===== src/rtl/wfr_pkg.sv =====
package wfr_pkg;
  typedef enum logic {ST_LISTEN, ST_DISCARD} rxState_e;

  typedef struct packed {
    logic shiftEn;
    logic commitEn;
  } dpCtrl_t;
endpackage


===== src/rtl/wfr_ctrl.sv =====
module wfr_ctrl
  import wfr_pkg::*;
#(
  parameter int OPC_W = 2,
  parameter logic [OPC_W-1:0] OPCODE = 2'b10,
  parameter int FRAME_LEN = 38
) (
  input  logic    clk,
  input  logic    rstN,
  input  logic    bitValid,
  input  logic    bitValue,
  input  logic    decodeErr,
  input  logic    frameEnd,
  output dpCtrl_t dpCtrl,
  output logic    wrReq,
  output logic    rdReturn
);
  localparam int CNT_W = $clog2(FRAME_LEN + 2);
  localparam logic [CNT_W-1:0] FRAME_CNT = CNT_W'(FRAME_LEN);

  rxState_e state, stateNext;
  logic [CNT_W-1:0] cnt, cntNext, effCnt;
  logic expBit, inOpc, overrun, opcBad, listening;
  logic abortNow, commitNow;

  // expected opcode bit for the current position, first bit is the MSB
  always_comb begin
    expBit = 1'b0;
    for (int i = 0; i < OPC_W; i++) begin
      if (cnt == CNT_W'(i)) expBit = OPCODE[OPC_W-1-i];
    end
  end

  assign listening = (state == ST_LISTEN);
  assign inOpc     = (cnt < CNT_W'(OPC_W));
  assign overrun   = bitValid && (cnt == FRAME_CNT);
  assign opcBad    = bitValid && inOpc && (bitValue != expBit);
  assign effCnt    = cnt + CNT_W'(bitValid);

  assign commitNow = listening && frameEnd && !decodeErr && !overrun && !opcBad
                     && (effCnt == FRAME_CNT);
  assign abortNow  = listening && (decodeErr || overrun || opcBad
                     || (frameEnd && (effCnt != FRAME_CNT)));

  always_comb begin
    dpCtrl.shiftEn  = listening && bitValid && !decodeErr && !overrun && !opcBad;
    dpCtrl.commitEn = commitNow;
  end

  always_comb begin
    stateNext = state;
    cntNext   = cnt;
    if (listening) begin
      if (frameEnd) begin
        cntNext = '0;
      end else if (abortNow) begin
        stateNext = ST_DISCARD;
        cntNext   = '0;
      end else if (bitValid) begin
        cntNext = cnt + 1'b1;
      end
    end else if (frameEnd) begin
      stateNext = ST_LISTEN;
      cntNext   = '0;
    end
  end

  always_ff @(posedge clk or negedge rstN) begin
    if (!rstN) begin
      state    <= ST_LISTEN;
      cnt      <= '0;
      wrReq    <= 1'b0;
      rdReturn <= 1'b0;
    end else begin
      state    <= stateNext;
      cnt      <= cntNext;
      wrReq    <= commitNow;
      rdReturn <= abortNow;
    end
  end

  p_req_single_r3: assert property (@(posedge clk) disable iff (!rstN)
    wrReq |=> !wrReq);
  p_excl_r10: assert property (@(posedge clk) disable iff (!rstN)
    !(wrReq && rdReturn));
  p_err_abort_r7: assert property (@(posedge clk) disable iff (!rstN)
    (listening && decodeErr) |=> (rdReturn && !wrReq));
  p_overrun_r6: assert property (@(posedge clk) disable iff (!rstN)
    (listening && bitValid && cnt == FRAME_CNT) |=> rdReturn);
  p_opcode_r4: assert property (@(posedge clk) disable iff (!rstN)
    (listening && bitValid && cnt == '0 && bitValue != OPCODE[OPC_W-1]) |=> rdReturn);
  p_short_r5: assert property (@(posedge clk) disable iff (!rstN)
    (listening && frameEnd && !bitValid && cnt != FRAME_CNT) |=> (rdReturn && !wrReq));
  p_discard_quiet_r8: assert property (@(posedge clk) disable iff (!rstN)
    (state == ST_DISCARD) |=> (!wrReq && !rdReturn));
endmodule


===== src/rtl/wfr_datapath.sv =====
module wfr_datapath
  import wfr_pkg::*;
#(
  parameter int DATA_W = 32,
  parameter int ADDR_W = 3
) (
  input  logic              clk,
  input  logic              rstN,
  input  logic              bitValue,
  input  dpCtrl_t           dpCtrl,
  output logic [DATA_W-1:0] wrData,
  output logic [ADDR_W-1:0] wrAddr,
  output logic              wrLock
);
  localparam int SR_W = 1 + DATA_W + ADDR_W;

  logic [SR_W-1:0] shiftReg, shiftNext, srEff;

  assign shiftNext = {shiftReg[SR_W-2:0], bitValue};
  // a bit that arrives with the end strobe is part of the committed word
  assign srEff     = dpCtrl.shiftEn ? shiftNext : shiftReg;

  always_ff @(posedge clk or negedge rstN) begin
    if (!rstN) begin
      shiftReg <= '0;
    end else if (dpCtrl.shiftEn) begin
      shiftReg <= shiftNext;
    end
  end

  always_ff @(posedge clk or negedge rstN) begin
    if (!rstN) begin
      wrLock <= 1'b0;
      wrData <= '0;
      wrAddr <= '0;
    end else if (dpCtrl.commitEn) begin
      wrLock <= srEff[SR_W-1];
      wrData <= srEff[SR_W-2:ADDR_W];
      wrAddr <= srEff[ADDR_W-1:0];
    end
  end

  p_hold_r3: assert property (@(posedge clk) disable iff (!rstN)
    !dpCtrl.commitEn |=> ($stable(wrData) && $stable(wrAddr) && $stable(wrLock)));
endmodule


===== src/rtl/wr_frame_rx.sv =====
module wr_frame_rx
  import wfr_pkg::*;
#(
  parameter int OPC_W = 2,
  parameter logic [OPC_W-1:0] OPCODE = 2'b10,
  parameter int DATA_W = 32,
  parameter int ADDR_W = 3
) (
  input  logic              clk,
  input  logic              rstN,
  input  logic              bitValid,
  input  logic              bitValue,
  input  logic              decodeErr,
  input  logic              frameEnd,
  output logic              wrReq,
  output logic [DATA_W-1:0] wrData,
  output logic [ADDR_W-1:0] wrAddr,
  output logic              wrLock,
  output logic              rdReturn
);
  localparam int FRAME_LEN = OPC_W + 1 + DATA_W + ADDR_W;

  dpCtrl_t dpCtrl;

  wfr_ctrl #(
    .OPC_W(OPC_W), .OPCODE(OPCODE), .FRAME_LEN(FRAME_LEN)
  ) i_ctrl (
    .clk(clk), .rstN(rstN), .bitValid(bitValid), .bitValue(bitValue),
    .decodeErr(decodeErr), .frameEnd(frameEnd), .dpCtrl(dpCtrl),
    .wrReq(wrReq), .rdReturn(rdReturn)
  );

  wfr_datapath #(
    .DATA_W(DATA_W), .ADDR_W(ADDR_W)
  ) i_datapath (
    .clk(clk), .rstN(rstN), .bitValue(bitValue), .dpCtrl(dpCtrl),
    .wrData(wrData), .wrAddr(wrAddr), .wrLock(wrLock)
  );

  p_reset_r1: assert property (@(posedge clk) disable iff (!rstN)
    $rose(rstN) |-> (!wrReq && !rdReturn));
endmodule


===== config.mk =====
export PLATFORM = sky130hd
export DESIGN_NAME = wr_frame_rx
export DESIGN_NICKNAME = d
export VERILOG_FILES = /design/src/rtl/wfr_pkg.sv /design/src/rtl/wfr_ctrl.sv /design/src/rtl/wfr_datapath.sv /design/src/rtl/wr_frame_rx.sv
export SDC_FILE = /design/constraint.sdc
export NUM_CORES = 1
export LEC_CHECK = 0
export BUFFER_PORTS_ARGS = -buffer_cell sky130_fd_sc_hd__buf_2
export CAP_MARGIN = 20
export CORE_UTILIZATION = 60
export DETAILED_ROUTE_END_ITERATION = 16
export PLACE_DENSITY = 0.84
export SKIP_LAST_GASP = 1
export SYNTH_ARGS = -nofsm -noshare
export SYNTH_HDL_FRONTEND = slang
export SYNTH_SLANG_ARGS = --single-unit

===== constraint.sdc =====
create_clock -name clk -period 4.45 [get_ports clk]
set_input_delay 0.2225 -clock clk [delete_from_list [all_inputs] [get_ports clk]]
set_output_delay 0.2225 -clock clk [all_outputs]
set_load 0.02 [all_outputs]

==> run metrics <==
async set-reset flop share out of synthesis 100%; multi-input gate area in the final layout between 1500 and 2000 sq um; met1 Use GR approximately a third; Placer Congestion just under 0.8; DRC viols 0; grt peak-use layer met2; Hold Crit Class input port to register; num rows 30; Overflow after GRT 0; Max Fclk between 0.3 and 0.4 GHz; Slew headroom 57.2%; Pre-antenna DRT Iters 4; DR vias/cell a little over 6; Seq/Total Area, Yosys 47.8%; number of synthesized flops with an enable pin 0; vias post-DR 2935; most area-hungry cell type in the Yosys netlist dfrtp_1; Crit. End Element register; Seq cells post-synth about 80; endpoints failing hold 0; Synthesis Warnings 0; met3 Use GR under 10%; Reg area just over 2000 sq um; crit start category register; min Tclk post-route between 2 and 3 ns; Tot GR Track Use a little under a quarter; Power per Cell Area approximately 350 nW/um^2; Yosys top cell area share 47.8%; synthesized cell area between 4000 and 5000 sq um; status completed; most common cell after layout, fill and taps aside dfrtp_1; largest net degree at the start of global routing just over 80; RSZ-0062 raised after global routing false; Clock Skew approximately 0.0073 ns; # clock sinks between 80 and 90; ANT nets after route 0; dominant synthesized flop cell dfrtp_1; TritonCTS clock tree built; detailed-route wire length slightly above 8 mm; GR Util met2 between 30% and 40%; total power approximately 1.6 mW; VDD IR max between 0.0003 and 0.0004 V; top fanout value on the critical path 36; Cells after Synth ~350; Nets slightly below 400; Placeable Area slightly below 7000 sq um; Antenna Diode Count 0; global-route wire length before repair 13.6 mm; port bufs between 40 and 50; commonest non-fill, non-tap cells in the layout dfrtp_1 (81), a21oi_1 (76), mux2_2 (42), buf_2 (42), a2111oi_0 (36); filler instances 525; Syn-to-layout area delta 10.1%; max_cap viols 0; number of antenna violations at the first check in global routing 0; Critical Path AT 2.80 ns; Slew Viols, Final 0; CP required ~4.7 ns; post-synthesis average cell area ~12 sq um; Static Leak between 2 and 2.5 nW; die area 7410 sq um; CTS clk-pin slew, worst paths 0.08 ns; Synth area leaders dfrtp_1 (48%), mux2_2 (11%), mux2_4 (11%); Starting Density roughly 62%; mean routed wirelength per cell around 17 um; HPWL after DPL ~4.8 mm; CTS H-tree lvls 3; Setup Crit Path Kind register to register; synthesized net count about 370; share of layout cells above drive strength 1 37.0%; Die Wd about 86 um; Die Y roughly 86 um; Worst-Skew Late Latency 0.35 ns; Root Buffer clkbuf_8; Sum Neg Setup Slack 0 ns; final setup fails 0; vias in the first global route 2774; period utilization roughly 58%; largest buffer count on any clock path 2; cts bufs inserted 9; # IOs 44; DR iter-0 viols 248; Least-Margin Pin Slew 0.642 ns; Unique masters post-synth 34
[flip-flops by register name, indices dropped and copies added (netlist names)]
register             flops
i_datapath.wrData       32
i_datapath.wrAddr        3
i_ctrl.rdReturn          1
i_datapath.wrLock        1
i_datapath.shiftReg     36
i_ctrl.cnt               6
i_ctrl.wrReq             1
i_ctrl.state             1
[worst paths after layout]
kind	from	endpoint	slack, ns	cells past startpoint
setup / recovery	i_ctrl.cnt[1]	i_datapath.shiftReg[28]	1.88	7
hold / removal	bitValue	i_datapath.shiftReg[0]	0.19	2
setup reg to reg	i_ctrl.cnt[1]	i_datapath.shiftReg[28]	1.88	7
hold reg to reg	i_datapath.wrData[9]	i_datapath.wrData[9]	0.50	1
max in group asynchronous	rstN	i_datapath.shiftReg[3]	3.65	3
min in group asynchronous	rstN	i_ctrl.cnt[3]	0.23	2
[cells by family (layout without fill, tap and decap cells)]
family                   after synthesis  after routing  synth area share, %
AO/OA/AOI/OAI                        121            121                 17.8
flip-flops                            81             81                 47.8
multiplexers                          72             72                 21.8
buffers and inverters                 36             69                 5.25
AND/OR/NAND/NOR                       33             33                 4.60
adder cells (fa/ha/maj)                6              6                 1.77
XOR/XNOR                               5              5                 1.03
[routing by layer]
metal / part of all wire (%) / wire length [um]
met1: 46 / 3760
met2: 50 / 4050
met3: 4.0 / 328
met4: 0.51 / 42
met5: 0 / 0
[stage by stage]
stage	hold slack, ns	setup WS (ns)	std cells	area [sq um]	util [%]
5_1_grt	0.166	1.76	483	4670	68.4
3_5_place_dp	0.447	1.30	464	4400	64.5
2_1_floorplan	-0.0731	2.16	354	4240	-
4_1_cts	0.0688	1.68	480	4610	67.5
6_report	0.188	1.88	483	4670	68.4
3_3_place_gp	0.445	1.46	464	4400	64.5
[report_power, final]
| group | leakage (nW) | internal (mW) | switching [mW] |
|---|---|---|---|
| sequential | 1.12 | 0.775 | 0.0546 |
| clock | 0.106 | 0.313 | 0.251 |
| combinational | 1.01 | 0.104 | 0.117 |
| total | 2.23 | 1.19 | 0.422 |
[worst max-delay path: stages, from the launching register on]
cell and delay (ns):
dfrtp_1 0.48, inv_1 0.10, ha_1 0.19, nand2b_1 0.16, xnor2_1 0.15, a21oi_2 0.31, and2_4 0.64, mux2_2 0.41
[Yosys cell counts, types with 2 or more instances]
master and instances:
xor2_1 2, a2111oi_0 36, o2111ai_1 2, clkbuf_1 23, nor3_1 3, mux2_2 42, buf_12 3, nand3_1 2
dfrtp_1 81, a21oi_1 76, mux2_4 30, nor2_1 9, o21ai_0 3, nand2_1 5, a31oi_1 2, buf_6 5
inv_1 3, xnor2_1 3, nand2b_1 4, ha_1 6
[cell type report]
cell class	count	share of cell area, %
inverter	3	0.241
timing repair buffer	50	6.54
clock inverter	6	1.77
clock buffer	10	2.73
sequential	81	43.4
multi-input combinational	237	42.8
tap	96	2.57
[what timing repair did]
item,in CTS,in global routing
gates resized for setup,0,0
hold buffers,0,1
buffers inserted,0,0
hold endpoints to repair,0,42
Note: power is estimated with default switching activity, not from simulation.
